## config.mk

```make
export PLATFORM = sky130hd
export DESIGN_NAME = fpcc_unit
export DESIGN_NICKNAME = d
export VERILOG_FILES = /design/src/rtl/fpcc_pkg.sv /design/src/rtl/fpcc_cmp_core.sv /design/src/rtl/fpcc_csr.sv /design/src/rtl/fpcc_rdport.sv /design/src/rtl/fpcc_unit.sv
export SDC_FILE = /design/constraint.sdc
export NUM_CORES = 1
export LEC_CHECK = 0
export BUFFER_PORTS_ARGS = -buffer_cell sky130_fd_sc_hd__buf_4
export CAP_MARGIN = 5
export CORE_UTILIZATION = 47
export DETAILED_ROUTE_END_ITERATION = 10
export GPL_ROUTABILITY_DRIVEN = 1
export PLACE_DENSITY = 0.83
export SETUP_SLACK_MARGIN = 0.5
export SLEW_MARGIN = 40
export SYNTH_ARGS = -nofsm -noshare
export SYNTH_HDL_FRONTEND = slang
export SYNTH_SLANG_ARGS = --single-unit
export TNS_END_PERCENT = 5
```

## constraint.sdc

```tcl
create_clock -name clk -period 4.65 [get_ports clk]
set_input_delay 0.93 -clock clk [delete_from_list [all_inputs] [get_ports clk]]
set_output_delay 0.93 -clock clk [all_outputs]
set_load 0.005 [all_outputs]
```

## src/rtl/fpcc_pkg.sv

```systemverilog
// Package: shared types and the placement of condition bits in the status word.
// Assumes a 32-bit status word with eight condition bits.
package fpcc_pkg;

    localparam int CC_N  = 8;
    localparam int CC_IW = $clog2(CC_N);
    localparam int CSR_W = 32;

    typedef enum logic [1:0] {
        FMT_SGL  = 2'd0,
        FMT_DBL  = 2'd1,
        FMT_PAIR = 2'd2,
        FMT_RSV  = 2'd3
    } fmt_e;

    // Outcome of one ordered/unordered comparison.
    typedef struct packed {
        logic unord;
        logic eq;
        logic lt;
    } rel_t;

    // Status bit that holds condition bit k.
    function automatic int cc_pos(input int k);
        return (k == 0) ? 23 : 24 + k;
    endfunction

    // Mask of all status bits that hold condition bits.
    function automatic logic [CSR_W-1:0] cc_field_mask();
        logic [CSR_W-1:0] m;
        m = '0;
        for (int k = 0; k < CC_N; k++) m[cc_pos(k)] = 1'b1;
        return m;
    endfunction

endpackage

```

## src/rtl/fpcc_cmp_core.sv

```systemverilog
// Module: fpcc_cmp_core
// Compares two IEEE-style values of one precision and evaluates a predicate.
// Assumes: the predicate's low three bits enable unordered, equal, less-than.
// Signed zeros compare equal; a NaN makes the pair unordered.
module fpcc_cmp_core
    import fpcc_pkg::*;
#(
    parameter int EXP_W  = 8,
    parameter int FRAC_W = 23,
    localparam int W     = 1 + EXP_W + FRAC_W
) (
    input  logic         clk,
    input  logic         rst_n,
    input  logic [W-1:0] a_i,
    input  logic [W-1:0] b_i,
    input  logic [2:0]   pred_i,
    output rel_t         rel_o,
    output logic         hit_o
);

    logic              sgn_a, sgn_b;
    logic [EXP_W-1:0]  exp_a, exp_b;
    logic [FRAC_W-1:0] frc_a, frc_b;
    logic [W-2:0]      mag_a, mag_b;
    logic              nan_a, nan_b, zero_both;
    logic              mag_lt, mag_gt, lt_raw, eq_raw;

    // Split both operands into sign, exponent, fraction and magnitude.
    always_comb begin
        {sgn_a, exp_a, frc_a} = a_i;
        {sgn_b, exp_b, frc_b} = b_i;
        mag_a = a_i[W-2:0];
        mag_b = b_i[W-2:0];
    end

    // Classify operands: NaN needs all-ones exponent and a nonzero fraction.
    always_comb begin
        nan_a     = (&exp_a) && (|frc_a);
        nan_b     = (&exp_b) && (|frc_b);
        zero_both = (mag_a == '0) && (mag_b == '0);
    end

    // Ordered relation from sign and magnitude.
    always_comb begin
        mag_lt = mag_a < mag_b;
        mag_gt = mag_a > mag_b;
        eq_raw = zero_both || (a_i == b_i);
        if (zero_both)           lt_raw = 1'b0;
        else if (sgn_a != sgn_b) lt_raw = sgn_a;
        else if (sgn_a)          lt_raw = mag_gt;
        else                     lt_raw = mag_lt;
    end

    // Mask ordered terms under NaN and combine with the predicate.
    always_comb begin
        rel_o.unord = nan_a || nan_b;
        rel_o.eq    = !(nan_a || nan_b) && eq_raw;
        rel_o.lt    = !(nan_a || nan_b) && lt_raw;
        hit_o       = (pred_i[0] && rel_o.unord) ||
                      (pred_i[1] && rel_o.eq)    ||
                      (pred_i[2] && rel_o.lt);
    end

    AST_PRED_NONE_FALSE: assert property (@(posedge clk) disable iff (!rst_n)
        (pred_i == 3'd0) |-> !hit_o);
    AST_NAN_UNORD_ONLY: assert property (@(posedge clk) disable iff (!rst_n)
        ((nan_a || nan_b) && !pred_i[0]) |-> !hit_o);
    AST_ZERO_PAIR_EQ: assert property (@(posedge clk) disable iff (!rst_n)
        (zero_both && pred_i[1]) |-> hit_o);

endmodule

```

## src/rtl/fpcc_csr.sv

```systemverilog
// Module: fpcc_csr
// Holds the 32-bit status word. Applies an optional full load, then writes the
// masked condition bits. Assumes the write mask comes from the top-level decode.
module fpcc_csr
    import fpcc_pkg::*;
(
    input  logic             clk,
    input  logic             rst_n,
    input  logic             ld_i,
    input  logic [CSR_W-1:0] ld_data_i,
    input  logic [CC_N-1:0]  wr_mask_i,
    input  logic [CC_N-1:0]  wr_val_i,
    output logic [CSR_W-1:0] fcsr_o,
    output logic [CC_N-1:0]  cc_o
);

    localparam logic [CSR_W-1:0] CC_MASK = cc_field_mask();

    logic [CSR_W-1:0] fcsr_q, fcsr_d;

    // Next word: load first, then overlay the addressed condition bits.
    always_comb begin
        fcsr_d = ld_i ? ld_data_i : fcsr_q;
        for (int k = 0; k < CC_N; k++) begin
            if (wr_mask_i[k]) fcsr_d[cc_pos(k)] = wr_val_i[k];
        end
    end

    // Status word register with synchronous reset.
    always_ff @(posedge clk) begin
        if (!rst_n) fcsr_q <= '0;
        else        fcsr_q <= fcsr_d;
    end

    // Condition bit view gathered from their scattered positions.
    for (genvar g = 0; g < CC_N; g++) begin : g_ccview
        assign cc_o[g] = fcsr_q[cc_pos(g)];
    end

    assign fcsr_o = fcsr_q;

    AST_IDLE_HOLD: assert property (@(posedge clk) disable iff (!rst_n)
        (!ld_i && wr_mask_i == '0) |=> $stable(fcsr_q));
    AST_NONCC_KEEP: assert property (@(posedge clk) disable iff (!rst_n)
        !ld_i |=> ((fcsr_q & ~CC_MASK) == ($past(fcsr_q) & ~CC_MASK)));
    AST_LOAD_NONCC: assert property (@(posedge clk) disable iff (!rst_n)
        ld_i |=> ((fcsr_q & ~CC_MASK) == ($past(ld_data_i) & ~CC_MASK)));

endmodule

```

## src/rtl/fpcc_rdport.sv

```systemverilog
// Module: fpcc_rdport
// Combinational read port for conditional-move and branch logic. Returns the
// selected condition bit and polarity matches for it and its upper neighbour.
module fpcc_rdport
    import fpcc_pkg::*;
(
    input  logic [CC_N-1:0]  cc_i,
    input  logic [CC_IW-1:0] rd_idx_i,
    input  logic             pol_i,
    output logic             cond_o,
    output logic             take_o,
    output logic             take_pair_o
);

    logic [CC_IW-1:0] idx_up;
    logic             bit_up;

    // Select the addressed bit and its wrapped neighbour, compare to polarity.
    always_comb begin
        idx_up      = rd_idx_i + CC_IW'(1);
        cond_o      = cc_i[rd_idx_i];
        bit_up      = cc_i[idx_up];
        take_o      = ~(cond_o ^ pol_i);
        take_pair_o = ~(bit_up ^ pol_i);
    end

endmodule

```

## src/rtl/fpcc_unit.sv

```systemverilog
// Module: fpcc_unit (top)
// Floating-point compare writing condition bits of the status word.
// Single, double and paired-single formats; paired lanes land in idx and idx+1.
// Assumes operands and controls are stable around the rising edge that samples start_i.
module fpcc_unit
    import fpcc_pkg::*;
#(
    parameter int SP_EXP  = 8,
    parameter int SP_FRAC = 23,
    parameter int DP_EXP  = 11,
    parameter int DP_FRAC = 52,
    localparam int SP_W   = 1 + SP_EXP + SP_FRAC,
    localparam int DP_W   = 1 + DP_EXP + DP_FRAC
) (
    input  logic             clk,
    input  logic             rst_n,
    input  logic             start_i,
    input  logic [1:0]       fmt_i,
    input  logic [3:0]       pred_i,
    input  logic [2:0]       cc_idx_i,
    input  logic [DP_W-1:0]  opa_i,
    input  logic [DP_W-1:0]  opb_i,
    input  logic             ld_i,
    input  logic [31:0]      ld_data_i,
    input  logic [2:0]       rd_idx_i,
    input  logic             pol_i,
    output logic [31:0]      fcsr_o,
    output logic [7:0]       cc_o,
    output logic             cond_o,
    output logic             take_o,
    output logic             take_pair_o
);

    localparam int LANES = DP_W / SP_W;

    fmt_e              fmt;
    logic [LANES-1:0]  lane_hit;
    rel_t [LANES-1:0]  lane_rel;
    logic              dbl_hit;
    rel_t              dbl_rel;
    logic [CC_N-1:0]   wr_mask, wr_val;
    logic [CC_IW-1:0]  idx_up;
    logic              sig_unused;

    assign fmt        = fmt_e'(fmt_i);
    assign sig_unused = pred_i[3];   // signaling variant: same condition result

    // Single-precision lane comparators; lane 0 also serves plain single format.
    for (genvar g = 0; g < LANES; g++) begin : g_lane
        fpcc_cmp_core #(.EXP_W(SP_EXP), .FRAC_W(SP_FRAC)) u_sp (
            .clk    (clk),
            .rst_n  (rst_n),
            .a_i    (opa_i[g*SP_W +: SP_W]),
            .b_i    (opb_i[g*SP_W +: SP_W]),
            .pred_i (pred_i[2:0]),
            .rel_o  (lane_rel[g]),
            .hit_o  (lane_hit[g])
        );
    end

    // Double-precision comparator over the full operand width.
    fpcc_cmp_core #(.EXP_W(DP_EXP), .FRAC_W(DP_FRAC)) u_dp (
        .clk    (clk),
        .rst_n  (rst_n),
        .a_i    (opa_i),
        .b_i    (opb_i),
        .pred_i (pred_i[2:0]),
        .rel_o  (dbl_rel),
        .hit_o  (dbl_hit)
    );

    // Decode format into the condition bits to write and their values.
    always_comb begin
        wr_mask = '0;
        wr_val  = '0;
        idx_up  = cc_idx_i + CC_IW'(1);
        if (start_i) begin
            unique case (fmt)
                FMT_SGL: begin
                    wr_mask[cc_idx_i] = 1'b1;
                    wr_val[cc_idx_i]  = lane_hit[0];
                end
                FMT_DBL: begin
                    wr_mask[cc_idx_i] = 1'b1;
                    wr_val[cc_idx_i]  = dbl_hit;
                end
                FMT_PAIR: begin
                    wr_mask[cc_idx_i] = 1'b1;
                    wr_val[cc_idx_i]  = lane_hit[LANES-1];
                    wr_mask[idx_up]   = 1'b1;
                    wr_val[idx_up]    = lane_hit[0];
                end
                default: ;
            endcase
        end
    end

    fpcc_csr u_csr (
        .clk       (clk),
        .rst_n     (rst_n),
        .ld_i      (ld_i),
        .ld_data_i (ld_data_i),
        .wr_mask_i (wr_mask),
        .wr_val_i  (wr_val),
        .fcsr_o    (fcsr_o),
        .cc_o      (cc_o)
    );

    fpcc_rdport u_rd (
        .cc_i        (cc_o),
        .rd_idx_i    (rd_idx_i),
        .pol_i       (pol_i),
        .cond_o      (cond_o),
        .take_o      (take_o),
        .take_pair_o (take_pair_o)
    );

    AST_RSV_NOWRITE: assert property (@(posedge clk) disable iff (!rst_n)
        (start_i && fmt_i == 2'd3 && !ld_i) |=> $stable(fcsr_o));
    AST_SGL_ONEBIT: assert property (@(posedge clk) disable iff (!rst_n)
        (start_i && fmt_i[1] == 1'b0 && !ld_i)
            |=> ($countones(cc_o ^ $past(cc_o)) <= 1));
    AST_PAIR_TWOBITS: assert property (@(posedge clk) disable iff (!rst_n)
        (start_i && fmt_i == 2'd2 && !ld_i)
            |=> ($countones(cc_o ^ $past(cc_o)) <= 2));
    AST_LOAD_SKIP_CC: assert property (@(posedge clk) disable iff (!rst_n)
        (ld_i && !start_i) |=> (fcsr_o == $past(ld_data_i)));

endmodule

```

==> results.json, run 1 <==
{
  "status": "completed",
  "critPathCapture": "u_csr.fcsr_o[28]",
  "antenna_cells": 0,
  "via_per_inst": 5.80,
  "cp-end-kind": "flip-flop",
  "numCtsBuffers": 5,
  "worst_pin_slew_ns": 0.519,
  "finalNetCount": 978,
  "ys.flop_type": "dfxtp_1",
  "antenna_found_initial": 0,
  "syn_inst": 529,
  "fmax_mhz": 275,
  "design_area_mm2": 0.00589,
  "critical_path.startpoint": "opa_i[29]",
  "drt_iter0_markers": 164,
  "dr.pass1.iters": 5,
  "hold_viol_final": 0,
  "core_mm2": 0.00838,
  "syn-num-nets": 772,
  "dpl_cell_area_mm2": 0.00577,
  "synthArstFlopShare_pct": 0,
  "drv_slew": 0,
  "seqCellArea_um2": 641,
  "fp.dieW_um": 95.8,
  "worst_setup_path_start_kind": "primary input",
  "min_period_over_period_pct": 78.2,
  "multi_input_area_mm2": 0.00308,
  "internal_power_uw": 684,
  "mostFrequentLayoutCell": "buf_4",
  "cts_resized": 0,
  "yosysWarnings": 0,
  "remaining_drc_errors": 0,
  "final-setup-viol-count": 0,
  "detail_route.wl_per_cell_um": 16.2,
  "seq_power_share_pct": 30.6,
  "cap_violations": 0,
  "drive_gt1_share_pct": 34.1,
  "postCtsSetupRepairBufs": 0,
  "r2r_cells": 4,
  "worst-path-max-fanout": 5,
  "ys_seq_area_share_pct": 15.5,
  "crit_arrival_ns": 3.78,
  "vias": 4881,
  "syn2layout_area_growth_pct": 42.4,
  "tritoncts": "yes",
  "hpwl_um": 11900,
  "skew_ns": 0,
  "wirelength_um": 13600,
  "hp-class": "reg2reg",
  "largest_reg_flops": 32,
  "power.switching_uw": 318,
  "initial_core_util_pct": 49.3,
  "rrSetupSlack_ns": 3.47,
  "synth_cell_types": 65,
  "r2r_end": "u_csr.fcsr_o[26]",
  "clock_latency_ns": 0.29,
  "gp_congestion": 0.946,
  "maxSlewHeadroom_pct": 65.1,
  "swShare_pct": 31.7,
  "grt_usage_pct": 28.7,
  "overflow": 0,
  "setup_tns_ns": 0,
  "cts_sinks": 32,
  "synth-seq-cells": 32,
  "fillers": 705,
  "port_buffers": 218,
  "grt_pass1_vias": 4699,
  "stdcell_count": 841,
  "die_h_um": 95.8,
  "layout_common_cells": "buf_4, inv_1, ha_1, a21oi_1, dfxtp_1",
  "fin_crit_ns": 3.64,
  "num_io_pins": 220,
  "crit_required_ns": 4.80,
  "r2r_start": "u_csr.fcsr_o[26]",
  "grt_max_degree": 37,
  "setup_ws_ns": 1.01,
  "synth_area_per_cell_um2": 7.81,
  "leakage_nw": 3.00,
  "grt_pass1_wl_um": 20600,
  "ant_nets": 0,
  "post-place-cells": 833,
  "root_buffer": "clkbuf_8",
  "clock_path_buffers": 2,
  "path_class": "in2reg",
  "postCtsHoldBufs": 0,
  "max-vdd-ir-drop_v": 0.000122,
  "power.density_mw_per_mm2": 170,
  "power_frac_comb_pct": 42.9,
  "rsz0062_at_grt": "false",
  "pre_cts_slack_ns": 0.758,
  "synth_edf_count": 0,
  "netlist_area_mm2": 0.00413,
  "clk_pin_slew_worst_paths_ns": 0.06,
  "die-area_mm2": 0.00917,
  "htreeDepth": 2,
  "clkPwrFrac_pct": 26.5,
  "rows": 33
}
-- critical path, cell delays in order --
cell       delay [ns]
buf_4            0.12
ha_1             0.33
nand4_1          0.26
or4_1            0.65
nor4_4           0.36
inv_1            0.09
o311a_1          0.36
o2111ai_1        0.11
a31oi_2          0.18
a21oi_2          0.26
a31oi_1          0.11
-- cells by family after synthesis --
family	count (synthesis)	share of synthesized area, %
buffers and inverters	95	9.96
AO/OA/AOI/OAI	104	16.1
AND/OR/NAND/NOR	187	26.4
flip-flops	32	15.5
multiplexers	39	10.8
adder cells (fa/ha/maj)	66	20.0
XOR/XNOR	6	1.27
-- cell usage after synthesis, drive strengths merged (3+ instances only) --
cell,n,share of area (%)
nand2b,4,0.79
mux2i,31,7.5
a211oi,6,1.1
nand3,13,1.8
nand2,27,2.5
mux4,4,2.2
ha,66,20
xnor2,4,0.85
nor4,31,5.1
o31ai,4,0.73
nor2,22,2.0
buf,10,1.8
a31oi,12,2.0
or4,5,1.1
inv,76,6.9
or2,6,0.91
a21oi,34,4.2
mux2,4,1.1
dfxtp,32,16
clkbuf,8,0.97
or3,3,0.45
o21ai,22,2.7
a21boi,3,0.54
nor2b,27,4.1
nor3,10,1.2
a41oi,3,0.64
nand4,27,4.2
and3,3,0.45
-- final cells by class --
class                   count  share of cell area [%]
well taps                 105                    2.23
repair buffers            218                    27.8
multi-input cells         402                    52.3
clock buffers               5                    1.17
clock inverters             3                   0.723
inverters                  76                    4.85
flip-flops and latches     32                    10.9
-- through the flow --
stage	utilization, %	hold WS [ns]	total power [mW]
global placement	68.9	0.501	0.720
floorplan	-	0.508	0.514
global route	70.2	0.553	1.07
CTS	70.2	0.527	1.01
finish	70.2	0.521	1.00
detailed placement	68.9	0.510	0.740
-- metal layers --
layer	share of wire, %	GRT usage [%]	vias to the layer above
li1	-	-	2362
met1	35	27.3	2241
met2	55	58.5	227
met3	6.7	4.19	51
met4	4.0	14.7	0
met5	0	0	-
-- how the worst min path moves through the flow --
stage	start	endpoint	slack (ns)	depth (start not counted)
after floorplan	u_csr.fcsr_o[0]	u_csr.fcsr_o[0]	0.51	2
after global placement	u_csr.fcsr_o[20]	u_csr.fcsr_o[20]	0.50	2
after detailed placement	u_csr.fcsr_o[7]	u_csr.fcsr_o[7]	0.51	2
after CTS	u_csr.fcsr_o[3]	u_csr.fcsr_o[3]	0.53	2
after global routing	u_csr.fcsr_o[7]	u_csr.fcsr_o[7]	0.55	2
final	u_csr.fcsr_o[3]	u_csr.fcsr_o[3]	0.52	2
-- power by group through the flow --
stage / logic, mW / clock network (mW) / registers [mW]
6_report: 0.430 / 0.265 / 0.307
4_1_cts: 0.429 / 0.273 / 0.307
2_1_floorplan: 0.204 / 0 / 0.310
3_3_place_gp: 0.410 / 0 / 0.311
5_1_grt: 0.476 / 0.282 / 0.308
3_5_place_dp: 0.427 / 0 / 0.313
No activity file was read; power rests on OpenSTA's default activity.
==> run 2, diff against run 1 <==
==> constraint.sdc (replaced) <==
create_clock -name clk -period 3.5 [get_ports clk]
set_input_delay 0.7 -clock clk [delete_from_list [all_inputs] [get_ports clk]]
set_output_delay 0.7 -clock clk [all_outputs]
set_load 0.005 [all_outputs]
==> run 2 against run 1 <==
Cell count increased by 0.48%. Routed wire length down 2.8%. First-iteration DRC count is the same. Clock-buffer cell count did not move. Utilization is 1.1 points higher. Worst hold slack about the same. Critical endpoint unchanged.
==> results.json, run 2 (synthesized netlist as in run 1, its figures left out) <==
{
  "post-route-util_pct": 71.4,
  "hpwl_um": 11400,
  "grt_pass1_vias": 4742,
  "core_mm2": 0.00838,
  "mostFrequentLayoutCell": "buf_4",
  "cp-end-kind": "flip-flop",
  "gp_congestion": 0.903,
  "max-vdd-ir-drop_v": 0.000145,
  "worst_setup_path_start_kind": "primary input",
  "port_buffers": 218,
  "finalNetCount": 982,
  "crit_arrival_ns": 3.30,
  "numCtsBuffers": 5,
  "clock_path_buffers": 2,
  "status": "completed",
  "grt_pass1_wl_um": 20600,
  "crit_path_max_incr_delay_ns": 0.54,
  "power.density_mw_per_mm2": 224,
  "detail_route.wl_per_cell_um": 15.6,
  "antenna_cells": 0,
  "drive_gt1_share_pct": 35.4,
  "min_period_over_period_pct": 90.4,
  "path_buf_inv": 3,
  "initial_core_util_pct": 49.3,
  "htreeDepth": 2,
  "post-place-cells": 835,
  "wirelength_um": 13200,
  "via_per_inst": 5.74,
  "fp.dieW_um": 95.8,
  "fin_hold_ws_ns": 0.521,
  "path_class": "in2reg",
  "grt_max_degree": 37,
  "crit_family": "simple AND/OR/NAND/NOR gates",
  "pre_cts_slack_ns": 0.0860,
  "vias": 4850,
  "dr.pass1.iters": 5,
  "drv_slew": 0,
  "syn2layout_area_growth_pct": 44.7,
  "drt_iter0_markers": 164,
  "maxSlewHeadroom_pct": 65.0,
  "crit_required_ns": 3.63,
  "fin_crit_ns": 3.16,
  "worst_pin_slew_ns": 0.525,
  "num_io_pins": 220,
  "power.total_mw": 1.34,
  "rsz0062_at_grt": "true",
  "fmax_mhz": 316,
  "antenna_found_initial": 0,
  "critPathSlowestCell": "or4_4",
  "layout_common_cells": "buf_4, inv_1, ha_1, a21oi_1, dfxtp_1",
  "fillers": 679,
  "ant_nets": 0,
  "grt_usage_pct": 28.4,
  "overflow": 0,
  "clock_latency_ns": 0.28,
  "skew_ns": 0,
  "remaining_drc_errors": 0,
  "stdcell_count": 845,
  "die-area_mm2": 0.00917,
  "design_area_mm2": 0.00598,
  "crit_chain": "buf_4 -> inv_1 -> ha_4 -> nand3_1 -> or4_4 -> or4_4 -> nand2b_4 -> o21ai_0 -> a221oi_2 -> a311o_1 -> buf_4 -> a21oi_4 -> a31oi_1",
  "postCtsHoldBufs": 0,
  "root_buffer": "clkbuf_8",
  "final-setup-viol-count": 0,
  "worst-path-max-fanout": 4,
  "tritoncts": "yes",
  "cap_violations": 0,
  "clk_pin_slew_worst_paths_ns": 0.07,
  "dpl_cell_area_mm2": 0.00581,
  "setup_ws_ns": 0.337,
  "leakage_nw": 3.03,
  "setup_tns_ns": 0,
  "die_h_um": 95.8,
  "largest_reg_flops": 32,
  "cts_sinks": 32,
  "hold_viol_final": 0,
  "hp-class": "reg2reg",
  "rows": 33
}
==> run 2: cell types whose count changed in the layout (fill, tap and decap cells not counted), sizes merged <==
cell  previous run  this run
buf            218       222
==> run 2: area by class of cell <==
type	instances	area, um^2	area share, %
multi-input combinational	402	3150	52.6
tap	105	131	2.20
inverter	76	285	4.77
timing repair buffer	222	1670	27.9
sequential	32	641	10.7
clock inverter	3	42.5	0.711
clock buffer	5	68.8	1.15
==> run 2: power by group <==
part | switching, mW | leakage [nW] | internal (mW) | total, mW
Combinational | 0.264 | 2.71 | 0.317 | 0.581
Sequential | 0.0179 | 0.264 | 0.388 | 0.406
Clock | 0.140 | 0.0541 | 0.210 | 0.350
Total | 0.422 | 3.03 | 0.915 | 1.34
==> run 2: per-layer routing <==
metal	GRT usage, %	vias up	share of wire (%)
li1	-	2373	-
met1	30.7	2228	39
met2	54.4	212	51
met3	5.77	37	7.1
met4	9.45	0	2.6
met5	0	-	0
==> run 2: path summary, 6_finish.rpt <==
kind	startpoint	end	slack, ns	depth (start not counted)
max	opb_i[58]	u_csr.fcsr_o[28]	0.34	13
min	u_csr.fcsr_o[16]	u_csr.fcsr_o[16]	0.52	2
max reg2reg	u_csr.fcsr_o[23]	u_csr.fcsr_o[23]	2.34	4
min reg2reg	u_csr.fcsr_o[16]	u_csr.fcsr_o[16]	0.52	2
==> run 2: what timing repair did <==
action / in CTS / in global routing
cloned: 0 / 0
pin swaps: 3 / 4
endpoints found under the setup margin: 8 / 8
buffers inserted: 0 / 2
resized for setup: 1 / 6
==> run 2: worst reg2reg max path, cell delays in order (launching register included) <==
cell and delay (ns):
dfxtp_1 0.36, mux2_2 0.28, and3_1 0.19, a41oi_1 0.14, o21ai_1 0.08
